**src/rtl/aux_xact_pkg.sv**
```systemverilog
// Shared types for the auxiliary-channel transaction engine.
package aux_xact_pkg;

    // Outcome of one reply, in priority order of the checks that produce it.
    typedef enum logic [2:0] {
        RES_OK      = 3'd0,
        RES_HPD     = 3'd1,
        RES_TIMEOUT = 3'd2,
        RES_INVALID = 3'd3,
        RES_OVERRUN = 3'd4
    } aux_result_e;

    // Error flags reported by the receive path.
    typedef struct packed {
        logic hpd_lost;
        logic tmo;
        logic tmo_state;
        logic bad_stop;
        logic no_detect;
        logic bad_high;
        logic bad_low;
    } aux_rx_flags_t;

    // Commands that carry a payload: native write, I2C write, I2C write continuing.
    function automatic logic cmd_is_write(input logic [3:0] c);
        return (c == 4'h8) || (c == 4'h0) || (c == 4'h4);
    endfunction

endpackage

```
**src/rtl/aux_req_framer.sv**
```systemverilog
// Request framer: combinational image of one request.
// Assumes len <= MAX_LEN. Bytes at or beyond the returned count are zero.
module aux_req_framer
    import aux_xact_pkg::*;
#(
    parameter int MAX_LEN = 16,
    parameter int LEN_W   = 5,
    parameter int CNT_W   = 5,
    parameter int TX_MAX  = MAX_LEN + 4
) (
    input  logic [3:0]            cmd,
    input  logic [19:0]           addr,
    input  logic [LEN_W-1:0]      len,
    input  logic [MAX_LEN*8-1:0]  wr_data,
    output logic [TX_MAX*8-1:0]   frame,
    output logic [CNT_W-1:0]      count
);

    logic is_wr;
    logic has_len;

    // Classify the command and the length.
    always_comb begin
        is_wr   = cmd_is_write(cmd);
        has_len = (len != '0);
    end

    // Header: command with the top address nibble, then the address middle and low bytes.
    assign frame[7:0]   = {cmd, addr[19:16]};
    assign frame[15:8]  = addr[15:8];
    assign frame[23:16] = addr[7:0];
    // Length byte, present only for a nonzero length.
    assign frame[31:24] = has_len ? (8'(len) - 8'd1) : 8'h00;

    // Payload bytes, present only for writes and only below the length.
    for (genvar p = 0; p < MAX_LEN; p++) begin : g_pay
        assign frame[(4+p)*8 +: 8] = (is_wr && (LEN_W'(p) < len)) ? wr_data[p*8 +: 8] : 8'h00;
    end

    // Meaningful byte count: header, optional length byte, write payload.
    always_comb begin
        count = has_len ? CNT_W'(4) : CNT_W'(3);
        if (is_wr)
            count = count + CNT_W'(len);
    end

endmodule

```
**src/rtl/aux_rpl_classifier.sv**
```systemverilog
// Reply classifier: combinational outcome of one completed reply.
// Assumes rx_data holds the bytes after the status byte. Excess bytes beyond
// MAX_LEN are never examined.
module aux_rpl_classifier
    import aux_xact_pkg::*;
#(
    parameter int MAX_LEN = 16,
    parameter int LEN_W   = 5,
    parameter int CNT_W   = 5
) (
    input  aux_rx_flags_t         flags,
    input  logic [CNT_W-1:0]      rx_count,
    input  logic [3:0]            rx_code,
    input  logic [MAX_LEN*8-1:0]  rx_data,
    input  logic [LEN_W-1:0]      req_len,
    output aux_result_e           result,
    output logic [3:0]            reply_code,
    output logic [CNT_W-1:0]      ret_count,
    output logic [MAX_LEN*8-1:0]  rd_data
);

    logic [CNT_W-1:0] data_cnt;
    logic             ack_data;

    // Priority classification: link loss, timeouts, framing errors, empty reply, overrun.
    always_comb begin
        data_cnt = rx_count - CNT_W'(1);
        if (flags.hpd_lost)
            result = RES_HPD;
        else if (flags.tmo || flags.tmo_state)
            result = RES_TIMEOUT;
        else if (flags.bad_stop || flags.no_detect || flags.bad_high || flags.bad_low)
            result = RES_INVALID;
        else if (rx_count == '0)
            result = RES_INVALID;
        else if ((rx_code == 4'h0) && (data_cnt > CNT_W'(req_len)))
            result = RES_OVERRUN;
        else
            result = RES_OK;
    end

    // Reported code, data count and data gating.
    always_comb begin
        reply_code = (result == RES_OK || result == RES_OVERRUN) ? rx_code : 4'h0;
        ret_count  = (result == RES_OK) ? data_cnt : '0;
        ack_data   = (result == RES_OK) && (rx_code == 4'h0);
    end

    // Data bytes pass only on ACK and only below the returned count.
    for (genvar q = 0; q < MAX_LEN; q++) begin : g_rd
        assign rd_data[q*8 +: 8] = (ack_data && (CNT_W'(q) < data_cnt)) ? rx_data[q*8 +: 8] : 8'h00;
    end

endmodule

```
**src/rtl/aux_xact_ctrl.sv**
```systemverilog
// Transaction sequencer: idle until a start, waits for reply completion,
// then issues a one-cycle done. Assumes start and rx_done are single-cycle
// strobes. Either strobe outside its own state is dropped.
module aux_xact_ctrl (
    input  logic clk,
    input  logic rst_n,
    input  logic start,
    input  logic rx_done,
    output logic load_req,
    output logic load_rpl,
    output logic busy,
    output logic done
);

    typedef enum logic {ST_IDLE = 1'b0, ST_WAIT = 1'b1} ctrl_state_e;
    ctrl_state_e state;

    // Load enables for the request and reply registers.
    always_comb begin
        load_req = (state == ST_IDLE) && start;
        load_rpl = (state == ST_WAIT) && rx_done;
        busy     = (state == ST_WAIT);
    end

    // State and done pulse registers.
    always_ff @(posedge clk) begin
        if (!rst_n) begin
            state <= ST_IDLE;
            done  <= 1'b0;
        end else begin
            done <= load_rpl;
            if (load_req)
                state <= ST_WAIT;
            else if (load_rpl)
                state <= ST_IDLE;
        end
    end


    done_pulse_chk: assert property (@(posedge clk) disable iff (!rst_n) done |=> !done);

    start_accept_chk: assert property (@(posedge clk) disable iff (!rst_n) (!busy && start) |=> busy);

    idle_reply_chk: assert property (@(posedge clk) disable iff (!rst_n) (!busy && rx_done) |=> !done);

endmodule

```
**src/rtl/aux_xact_engine.sv**
```systemverilog
// Auxiliary-channel transaction engine top. It registers the framed request
// on an accepted start and the classified reply on a reply completion.
// Assumes the receive inputs are stable in the cycle rx_done is high.
module aux_xact_engine
    import aux_xact_pkg::*;
#(
    parameter int MAX_LEN = 16,
    localparam int LEN_W  = $clog2(MAX_LEN + 1),
    localparam int TX_MAX = MAX_LEN + 4,
    localparam int CNT_W  = $clog2(TX_MAX + 1)
) (
    input  logic                  clk,
    input  logic                  rst_n,
    input  logic                  start,
    input  logic [3:0]            cmd,
    input  logic [19:0]           addr,
    input  logic [LEN_W-1:0]      req_len,
    input  logic [MAX_LEN*8-1:0]  wr_data,
    input  logic                  rx_done,
    input  logic [CNT_W-1:0]      rx_count,
    input  logic [3:0]            rx_code,
    input  logic [MAX_LEN*8-1:0]  rx_data,
    input  logic                  rx_hpd_lost,
    input  logic                  rx_tmo,
    input  logic                  rx_tmo_state,
    input  logic                  rx_bad_stop,
    input  logic                  rx_no_detect,
    input  logic                  rx_bad_high,
    input  logic                  rx_bad_low,
    output logic                  busy,
    output logic [CNT_W-1:0]      tx_count,
    output logic [TX_MAX*8-1:0]   tx_bytes,
    output logic                  done,
    output logic [2:0]            result,
    output logic [3:0]            reply_code,
    output logic [CNT_W-1:0]      ret_count,
    output logic [MAX_LEN*8-1:0]  rd_data
);

    logic                 load_req, load_rpl;
    logic [TX_MAX*8-1:0]  frame_d;
    logic [CNT_W-1:0]     count_d;
    logic [LEN_W-1:0]     len_q;
    aux_rx_flags_t        flags;
    aux_result_e          res_d;
    logic [3:0]           code_d;
    logic [CNT_W-1:0]     ret_d;
    logic [MAX_LEN*8-1:0] rd_d;

    // Gather the receiver flags into one word.
    always_comb begin
        flags = '{hpd_lost: rx_hpd_lost, tmo: rx_tmo, tmo_state: rx_tmo_state,
                  bad_stop: rx_bad_stop, no_detect: rx_no_detect,
                  bad_high: rx_bad_high, bad_low: rx_bad_low};
    end

    aux_xact_ctrl u_ctrl (
        .clk      (clk),
        .rst_n    (rst_n),
        .start    (start),
        .rx_done  (rx_done),
        .load_req (load_req),
        .load_rpl (load_rpl),
        .busy     (busy),
        .done     (done)
    );

    aux_req_framer #(
        .MAX_LEN (MAX_LEN),
        .LEN_W   (LEN_W),
        .CNT_W   (CNT_W),
        .TX_MAX  (TX_MAX)
    ) u_framer (
        .cmd     (cmd),
        .addr    (addr),
        .len     (req_len),
        .wr_data (wr_data),
        .frame   (frame_d),
        .count   (count_d)
    );

    aux_rpl_classifier #(
        .MAX_LEN (MAX_LEN),
        .LEN_W   (LEN_W),
        .CNT_W   (CNT_W)
    ) u_class (
        .flags      (flags),
        .rx_count   (rx_count),
        .rx_code    (rx_code),
        .rx_data    (rx_data),
        .req_len    (len_q),
        .result     (res_d),
        .reply_code (code_d),
        .ret_count  (ret_d),
        .rd_data    (rd_d)
    );

    // Request registers: loaded only when a start is accepted.
    always_ff @(posedge clk) begin
        if (!rst_n) begin
            tx_bytes <= '0;
            tx_count <= '0;
            len_q    <= '0;
        end else if (load_req) begin
            tx_bytes <= frame_d;
            tx_count <= count_d;
            len_q    <= req_len;
        end
    end

    // Reply registers: loaded only when a reply completes while busy.
    always_ff @(posedge clk) begin
        if (!rst_n) begin
            result     <= 3'd0;
            reply_code <= 4'h0;
            ret_count  <= '0;
            rd_data    <= '0;
        end else if (load_rpl) begin
            result     <= res_d;
            reply_code <= code_d;
            ret_count  <= ret_d;
            rd_data    <= rd_d;
        end
    end


    frame_hold_chk: assert property (@(posedge clk) disable iff (!rst_n)
        busy |=> ($stable(tx_bytes) && $stable(tx_count)));

    hpd_first_chk: assert property (@(posedge clk) disable iff (!rst_n)
        (busy && rx_done && rx_hpd_lost) |=> (done && result == 3'd1));

    empty_reply_chk: assert property (@(posedge clk) disable iff (!rst_n)
        (busy && rx_done && rx_count == '0) |=> (result != 3'd0));

    ok_count_chk: assert property (@(posedge clk) disable iff (!rst_n)
        (busy && rx_done && !rx_hpd_lost && !rx_tmo && !rx_tmo_state && !rx_bad_stop &&
         !rx_no_detect && !rx_bad_high && !rx_bad_low && rx_count != '0 && rx_code != 4'h0)
        |=> (result == 3'd0 && ret_count == $past(rx_count) - CNT_W'(1)));

endmodule

```
**config.mk**
```make
export PLATFORM = sky130hd
export DESIGN_NAME = aux_xact_engine
export DESIGN_NICKNAME = d
export VERILOG_FILES = /design/src/rtl/aux_xact_pkg.sv /design/src/rtl/aux_req_framer.sv /design/src/rtl/aux_rpl_classifier.sv /design/src/rtl/aux_xact_ctrl.sv /design/src/rtl/aux_xact_engine.sv
export SDC_FILE = /design/constraint.sdc
export NUM_CORES = 1
export LEC_CHECK = 0
export BUFFER_PORTS_ARGS = -buffer_cell sky130_fd_sc_hd__buf_2
export CORE_AREA = 2 2 241 243
export CTS_BUF_LIST = sky130_fd_sc_hd__clkbuf_8
export CTS_CLUSTER_SIZE = 16
export DETAILED_ROUTE_END_ITERATION = 7
export DIE_AREA = 0 0 243 245
export PLACE_DENSITY = 0.5
export SYNTH_ARGS = -nofsm -noshare
export SYNTH_HDL_FRONTEND = slang
export SYNTH_SLANG_ARGS = --single-unit
export TNS_END_PERCENT = 100
```
**constraint.sdc**
```tcl
create_clock -name clk -period 4.09 [get_ports clk]
set_clock_uncertainty 0.1 [all_clocks]
set_input_delay 0.409 -clock clk [delete_from_list [all_inputs] [get_ports clk]]
set_output_delay 0.409 -clock clk [all_outputs]
set_load 0.01 [all_outputs]
```
==> Implementation_results.wiki, run 1 <==
{| class="wikitable"
! Metric !! Value
|-
| Status || completed
|-
| Core region area || 0.05703 mm^2
|-
| I/O pins || 612
|-
| GRT Total Usage || 15.65%
|-
| Setup violation total in the final timing report || 0
|-
| Most common library cells after synthesis || 310 x dfxtp_1, 143 x nor2b_1, 137 x a22oi_1
|-
| Net count, final || 2349
|-
| Most numerous cell in the Yosys netlist || dfxtp_1
|-
| Reg2Reg Launch Point || u_ctrl.busy$_SDFFE_PN0P_
|-
| Endpoint of the worst hold path || tx_bytes[28]$_SDFFE_PN0P_
|-
| Number of buffers inserted by post-CTS setup repair || 0
|-
| Post-route fraction of the period consumed by the critical path || 94.46%
|-
| Area fraction in compound gates after synthesis || 24.18%
|-
| Slew of the pin with the lowest slew margin || 993.4 ps
|-
| DR iter-0 viols || 451
|-
| Clock transition time at the flip-flop clock pins of the worst setup and hold paths || 60 ps
|-
| H-tree level count || 2
|-
| Final core occ || 34.03%
|-
| Count of vias placed by the detailed router || 12220
|-
| Die area || 0.05954 mm^2
|-
| Static leakage || 8.849 nW
|-
| Ratio of cells with drive above 1 in the final layout || 35.63%
|-
| Area grow syn2layout || 70.53%
|-
| Slowest-stage cell, CP || a311oi_2
|-
| Gate power share || 11.4%
|-
| Largest net degree at the start of global routing || 119
|-
| Core Rows || 88
|-
| Unrepaired setup endpoints after global routing || no
|-
| Arithmetic-cell share of the synthesized area counting full adders, half adders and majority gates || 1.495%
|-
| Max-Cap Viols || 0
|-
| Fraction of synthesized cell area in xor and xnor cells || 0.6156%
|-
| Vertical extent of the die || 245 um
|-
| Cells after synthesis || 1128
|-
| Ranking of synthesized cells by area || dfxtp_1 55%, a22oi_1 9.0%, nor2b_1 7.9%, a22o_1 7.7%, nand2_1 3.6%
|-
| CTS tree || built
|-
| List of cells traversed by the critical path || dlygate4sd3_1 -> buf_2 -> inv_1 -> ha_1 -> nor3b_1 -> xnor2_1 -> inv_1 -> ha_1 -> a21oi_1 -> o221ai_1 -> a211o_4 -> a311oi_2 -> a22o_1
|-
| Power Internal || 5.261 mW
|-
| Number of buffer and inverter instances along the worst setup path || 4
|-
| Yosys warnings || 0
|-
| Critical path required time || 4540 ps
|-
| Number of port buffers || 611
|-
| Mapped Avg Cell Area || 10.09 um^2
|-
| Root buffer selected by CTS || clkbuf_8
|-
| Via-to-Cell Ratio || 4.300
|-
| Number of global-route vias before repair || 12950
|-
| Floorplan die width || 243 um
|-
| Cells on worst reg2reg path || 5
|-
| Most common flop cell mapped by yosys || dfxtp_1
|-
| Global placement routability congestion || 0.8970
|-
| Fillers || 5820
|-
| Signal arrival time at the worst endpoint || 4310 ps
|-
| Async set-or-reset flop fraction in the synthesized netlist || 0%
|-
| Worst-case vdd ir drop || 0.2165 mV
|-
| Congestion Overflow GR || 0
|-
| Share of the yosys chip area belonging to registers || 54.52%
|-
| R2r setup slk || 1250 ps
|-
| Critical path endpoint category || flop
|-
| Total power density per cell area || 362.0 mW/mm^2
|-
| Count of flip-flops with a built-in enable after synthesis || 0
|-
| Clock Sink Count || 310
|-
| Largest buffer count on any clock path || 3
|-
| Post-detailed-route count of antenna-violating nets || 0
|-
| Number of detailed-route iterations in the first pass || 5
|-
| Startpoint Class || input pin
|-
| Synth top area share || 54.52%
|-
| Switching power of the nets || 1.767 mW
|-
| Number of buffers added by the clock tree synthesis step || 58
|-
| CP max FO || 10
|-
| Routed WL per cell || 17.16 um
|-
| Half-perimeter wire length of the detailed placement result || 33690 um
|-
| Hold Violations, Final || 0
|-
| Simple-gate share of the synthesized area || 15.36%
|-
| Netlist area before placement || 0.01138 mm^2
|-
| Flops & latches, synth || 310
|-
| First-pass GRT wire length || 73570 um
|-
| Number of slew-limit violations in the final report || 0
|-
| Worst hold path type || in -> reg
|-
| Clk_lat worst skew || 630 ps
|-
| Cell variety after synth || 53
|-
| Destination of the worst register-to-register timing path || rd_data[1]$_SDFFE_PN0P_
|-
| Final routed wirelength across all metal layers || 48760 um
|-
| Largest family of logic cells by synthesized area || compound AO/OA/AOI/OAI gates
|-
| Fmax || 0.2588 GHz
|-
| Clock power frac || 44.6%
|-
| Hold depth || 3
|-
| Crit path kind || in -> reg
|-
| Largest incremental delay on the critical path || 630 ps
|-
| Number of nets in the synthesized netlist || 1446
|-
| Drc violations || 0
|-
| Hold path startpoint || req_len[4]
|-
| Library cell occupying the most area in the post-synthesis netlist || dfxtp_1
|-
| Switching power as a share of total power || 25.14%
|-
| Total negative slack for setup checks || 0 ps
|-
| Register share of total power || 44.0%
|-
| Effective utilization at floorplan || 19.96%
|-
| Initial antenna violation count || 3
|-
| Crit path time final || 3863 ps
|-
| Tightest slew margin relative to the limit || 33.78%
|-
| Multiplexer share of the synthesized area || 0.08794%
|-
| Cell type group with the largest total delay on the critical path || compound AO/OA/AOI/OAI gates
|}
## cell usage in the layout (no fill, tap or decap), drive strengths merged, types with 4 or more instances in the layout
master       Yosys  routed
a21boi          42      42
nor2b          143     143
buf              5     630
a22oi          137     137
or4              4       4
dfxtp          310     310
inv             34      51
ha              12      12
nor3             9       9
o211ai           4       4
and2             4       4
dlygate4sd3      0     290
xnor2            8       8
clkbuf          72      76
nand2          108     108
nor2            18      18
a21oi           25      25
clkinv           0       7
nand4           11      11
a22o           100     100
nand3            8       8
o21ai           32      32
## cells by family after synthesis
kind of cell | after synthesis
muxes | 1
adders and majority gates | 13
buffers and inverters | 111
and+or+nand+nor | 325
xor gates and xnor gates | 8
DFF | 310
AOI/OAI and AO/OA | 360
## worst max path at each step
stage / startpoint / end / slack, ps / cells past startpoint
floorplan: rx_count[0] / rd_data[100]$_SDFFE_PN0P_ / 520 / 14
global placement: rx_count[0] / rd_data[97]$_SDFFE_PN0P_ / 210 / 12
detailed placement: rx_count[0] / rd_data[99]$_SDFFE_PN0P_ / 120 / 12
CTS: rx_count[0] / rd_data[99]$_SDFFE_PN0P_ / 250 / 13
global route: rx_count[0] / rd_data[69]$_SDFFE_PN0P_ / 20 / 13
finish: rx_count[0] / rd_data[69]$_SDFFE_PN0P_ / 230 / 13
## what timing repair did
item | 4_1_cts | 5_1_grt
endpoints found under the hold margin | 288 | 0
resized for setup | 0 | 1
endpoints found under the setup margin | 0 | 8
hold buffers | 290 | 0
## sequential cells by signal, summed over array words and instances (netlist names), 3 cells and up
signal	cells
len_q	5
ret_count	5
reply_code	4
tx_bytes	158
rd_data	128
result	3
tx_count	5
## metal layers
metal	track usage, %	vias up	share of wire (%)
met2	29.35	538	52
met4	5.846	0	3.1
met3	4.680	83	7.7
met5	0	-	0
met1	16.39	5736	37
li1	-	5859	-
## final cells by class
cell class              instances  area [um^2]  area share, %
diodes                          2        5.005        0.02578
clock buffers                  76         1046          5.389
clock inverters                27        173.9         0.8960
inverters                      34        127.6         0.6575
multi-input cells             707         4776          24.61
flip-flops and latches        310         6206          31.97
well taps                     765        957.2          4.931
repair buffers                920         6118          31.52
## stage by stage
stage / std cells / hold slack, ps / power (mW) / worst slack, ps / area, um^2
2_1_floorplan: 1128 / 343.5 / 3.425 / 518.8 / 11380
3_3_place_gp: 2446 / 328.5 / 3.732 / 214.9 / 15280
3_5_place_dp: 2446 / 338.7 / 3.739 / 117.2 / 15280
4_1_cts: 2839 / 2.158 / 7.181 / 246.1 / 19400
5_1_grt: 2841 / 54.73 / 7.386 / 18.98 / 19410
6_report: 2841 / 86.12 / 7.027 / 226.5 / 19410
## power by group through the flow
stage                     Clock (mW)  Combinational, mW  Sequential, mW
after CTS                       3.28              0.807            3.09
after detailed placement           0              0.583            3.16
after global routing            3.42              0.873            3.10
final                           3.13              0.803            3.09
after global placement             0              0.577            3.15
after floorplan                    0              0.252            3.17
## tightest hold or removal path, delay by kind of cell
kind            cells  cell delay [ps]
buf+inv             1              170
simple gates        1              100
compound gates      1               80
Power figures use the tool's default switching activity.
==> run 2, diff against run 1 <==
--- a/config.mk
+++ b/config.mk
@@ -12,6 +12,7 @@
 export DETAILED_ROUTE_END_ITERATION = 7
 export DIE_AREA = 0 0 243 245
 export PLACE_DENSITY = 0.5
+export RECOVER_POWER = 50
 export SYNTH_ARGS = -nofsm -noshare
 export SYNTH_HDL_FRONTEND = slang
 export SYNTH_SLANG_ARGS = --single-unit
==> run 2 against run 1 <==
Net effect:
- the flow now finishes with violations (capacitance limit, slew limit)
- hold slack lost 0.66 ps
- critical path depth is the same
- final cell count is the same
- register-to-register slack is essentially flat
- design area shrank 2.0%
- utilization shrank 0.68 points
- via count grew 0.20%
- maximum frequency grew 0.56%
- highest routed layer unchanged
==> Implementation_results.wiki, run 2 (same netlist as run 1, synthesis figures left out) <==
{| class="wikitable"
! Metric !! Value
|-
| Fmax || 0.2603 GHz (was 0.2588 GHz)
|-
| H-tree level count || 2 (unchanged)
|-
| Initial antenna violation count || 3 (unchanged)
|-
| Status || finished with violations (was completed)
|-
| Floorplan die width || 243 um (unchanged)
|-
| Via-to-Cell Ratio || 4.309 (was 4.300)
|-
| Hold Violations, Final || 0 (unchanged)
|-
| Number of buffers inserted by post-CTS setup repair || 0 (unchanged)
|-
| Total area of multi-input combinational cells || 0.004771 mm^2 (was 0.004776 mm^2)
|-
| Clock transition time at the flip-flop clock pins of the worst setup and hold paths || 60 ps (about the same)
|-
| Register area || 0.006206 mm^2 (unchanged)
|-
| Startpoint Class || input pin (unchanged)
|-
| Half-perimeter wire length of the detailed placement result || 33690 um (unchanged)
|-
| First-pass GRT wire length || 73570 um (unchanged)
|-
| Critical path endpoint category || flop (unchanged)
|-
| Fillers || 5973 (was 5820)
|-
| Global placement routability congestion || 0.8970 (unchanged)
|-
| Post-detailed-route count of antenna-violating nets || 0 (unchanged)
|-
| Max-Cap Viols || 1 (was 0)
|-
| Core region area || 0.05703 mm^2 (unchanged)
|-
| Vertical extent of the die || 245 um (unchanged)
|-
| Ratio of cells with drive above 1 in the final layout || 20.93% (was 35.63%)
|-
| Commonest non-fill, non-tap cell in the layout || dfxtp_1 (was buf_2)
|-
| Clock Sink Count || 310 (unchanged)
|-
| Clk_lat worst skew || 630 ps (about the same)
|-
| Number of detailed-route iterations in the first pass || 6 (was 5)
|-
| Crit path time final || 3842 ps (was 3863 ps)
|-
| Final routed wirelength across all metal layers || 48910 um (was 48760 um)
|-
| Worst hold path type || in -> reg (unchanged)
|-
| Register with the most flip-flops || tx_bytes (unchanged)
|-
| Number of global-route vias before repair || 12950 (unchanged)
|-
| Core Rows || 88 (unchanged)
|-
| Number of port buffers || 611 (unchanged)
|-
| Total power density per cell area || 368.7 mW/mm^2 (was 362.0 mW/mm^2)
|-
| Final cell count without fillers || 2841 (unchanged)
|-
| Effective utilization at floorplan || 19.96% (unchanged)
|-
| Routed WL per cell || 17.21 um (was 17.16 um)
|-
| Largest net degree at the start of global routing || 119 (unchanged)
|-
| DR iter-0 viols || 414 (was 451)
|-
| Violated checks || capacitance limit, slew limit
|-
| Number of flip-flops in the largest register || 158 (unchanged)
|-
| Tightest slew margin relative to the limit || -1.532% (was 33.78%)
|-
| Crit path kind || in -> reg (unchanged)
|-
| Net count, final || 2349 (unchanged)
|-
| Unrepaired setup endpoints after global routing || no (unchanged)
|-
| I/O pins || 612 (unchanged)
|-
| Worst-case vdd ir drop || 0.2167 mV (was 0.2165 mV)
|-
| Most frequent cells in the layout || 310 x dfxtp_1, 305 x buf_2, 305 x clkbuf_1 (was 610 x buf_2, 310 x dfxtp_1, 290 x dlygate4sd3_1)
|-
| Critical path required time || 4540 ps (about the same)
|-
| GRT Total Usage || 15.65% (unchanged)
|-
| Root buffer selected by CTS || clkbuf_8 (unchanged)
|-
| Area grow syn2layout || 67.11% (was 70.53%)
|-
| CTS tree || built (unchanged)
|-
| Post-route fraction of the period consumed by the critical path || 93.94% (was 94.46%)
|-
| Post-layout instance area || 0.01902 mm^2 (was 0.01941 mm^2)
|-
| Number of slew-limit violations in the final report || 65 (was 0)
|-
| Largest regs || tx_bytes x158, rd_data x128 (unchanged)
|-
| Post-Place Cells || 2446 (unchanged)
|-
| Die area || 0.05954 mm^2 (unchanged)
|-
| Largest buffer count on any clock path || 3 (unchanged)
|-
| Number of buffers added by the clock tree synthesis step || 58 (unchanged)
|-
| Congestion Overflow GR || 0 (unchanged)
|-
| Placement-stage cell area || 0.01528 mm^2 (unchanged)
|-
| CP max FO || 10 (unchanged)
|-
| R2r setup slk || 1240 ps (was 1250 ps)
|-
| Signal arrival time at the worst endpoint || 4290 ps (was 4310 ps)
|-
| Count of vias placed by the detailed router || 12240 (was 12220)
|-
| Drc violations || 0 (unchanged)
|-
| Total negative slack for setup checks || 0 ps (unchanged)
|-
| Setup violation total in the final timing report || 0 (unchanged)
|-
| Static leakage || 7.519 nW (was 8.849 nW)
|-
| Slew of the pin with the lowest slew margin || 1523 ps (was 993.4 ps)
|}
run 2: timing repair:
item	4_1_cts	5_1_grt
hold buffers	290	0
gates resized for setup	0	1
hold endpoints to repair	288	0
endpoints found under the setup margin	0	8
run 2: layer usage:
layer	vias to the layer above	wire length [um]	track usage (%)
met5	-	0	0
met4	0	1520	5.846
met3	87	3639	4.680
met2	546	25300	29.35
met1	5757	18450	16.39
li1	5851	-	-
run 2: worst paths after layout:
kind                                           startpoint                   endpoint  cells after the start
worst max-delay path                          rx_count[0]   rd_data[69]$_SDFFE_PN0P_                     13
worst min-delay path                           req_len[4]  tx_bytes[28]$_SDFFE_PN0P_                      3
worst max register to register   u_ctrl.busy$_SDFFE_PN0P_    rd_data[1]$_SDFFE_PN0P_                      5
worst min register to register  rd_data[103]$_SDFFE_PN0P_  rd_data[103]$_SDFFE_PN0P_                      2
run 2: critical path, stage by stage:
cell and delay, ps:
dlygate4sd3_1 540, buf_2 190, inv_1 100, ha_1 330, nor3b_1 270, xnor2_1 220, inv_1 100, ha_1 330
a21oi_1 200, o221ai_1 270, a211o_4 450, a311oi_2 630, a22o_1 240
run 2: per-stage QoR:
| stage | worst slack [ps] | utilization [%] | total power, mW | hold WS [ps] |
|---|---|---|---|---|
| floorplan | 518.8 | - | 3.425 | 343.5 |
| global placement | 214.9 | 26.79 | 3.732 | 328.5 |
| detailed placement | 117.2 | 26.79 | 3.739 | 338.7 |
| CTS | 246.1 | 34.02 | 7.181 | 2.158 |
| global route | 18.98 | 33.35 | 7.375 | 54.77 |
| finish | 248.0 | 33.35 | 7.014 | 85.46 |
run 2: cell type report:
type	instances	area share [%]
Sequential cell	310	32.63
Timing Repair Buffer	920	30.15
Multi-Input combinational cell	707	25.08
Clock buffer	76	5.499
Tap cell	765	5.032
Clock inverter	27	0.9144
Inverter	34	0.6710
Antenna cell	2	0.02631
run 2: report_power, final:
group	switching (mW)	internal [mW]	total (mW)	leakage, nW
registers	0.0257	3.07	3.09	2.51
clock network	1.35	1.78	3.13	0.693
logic	0.385	0.406	0.792	4.32
total	1.76	5.25	7.01	7.52
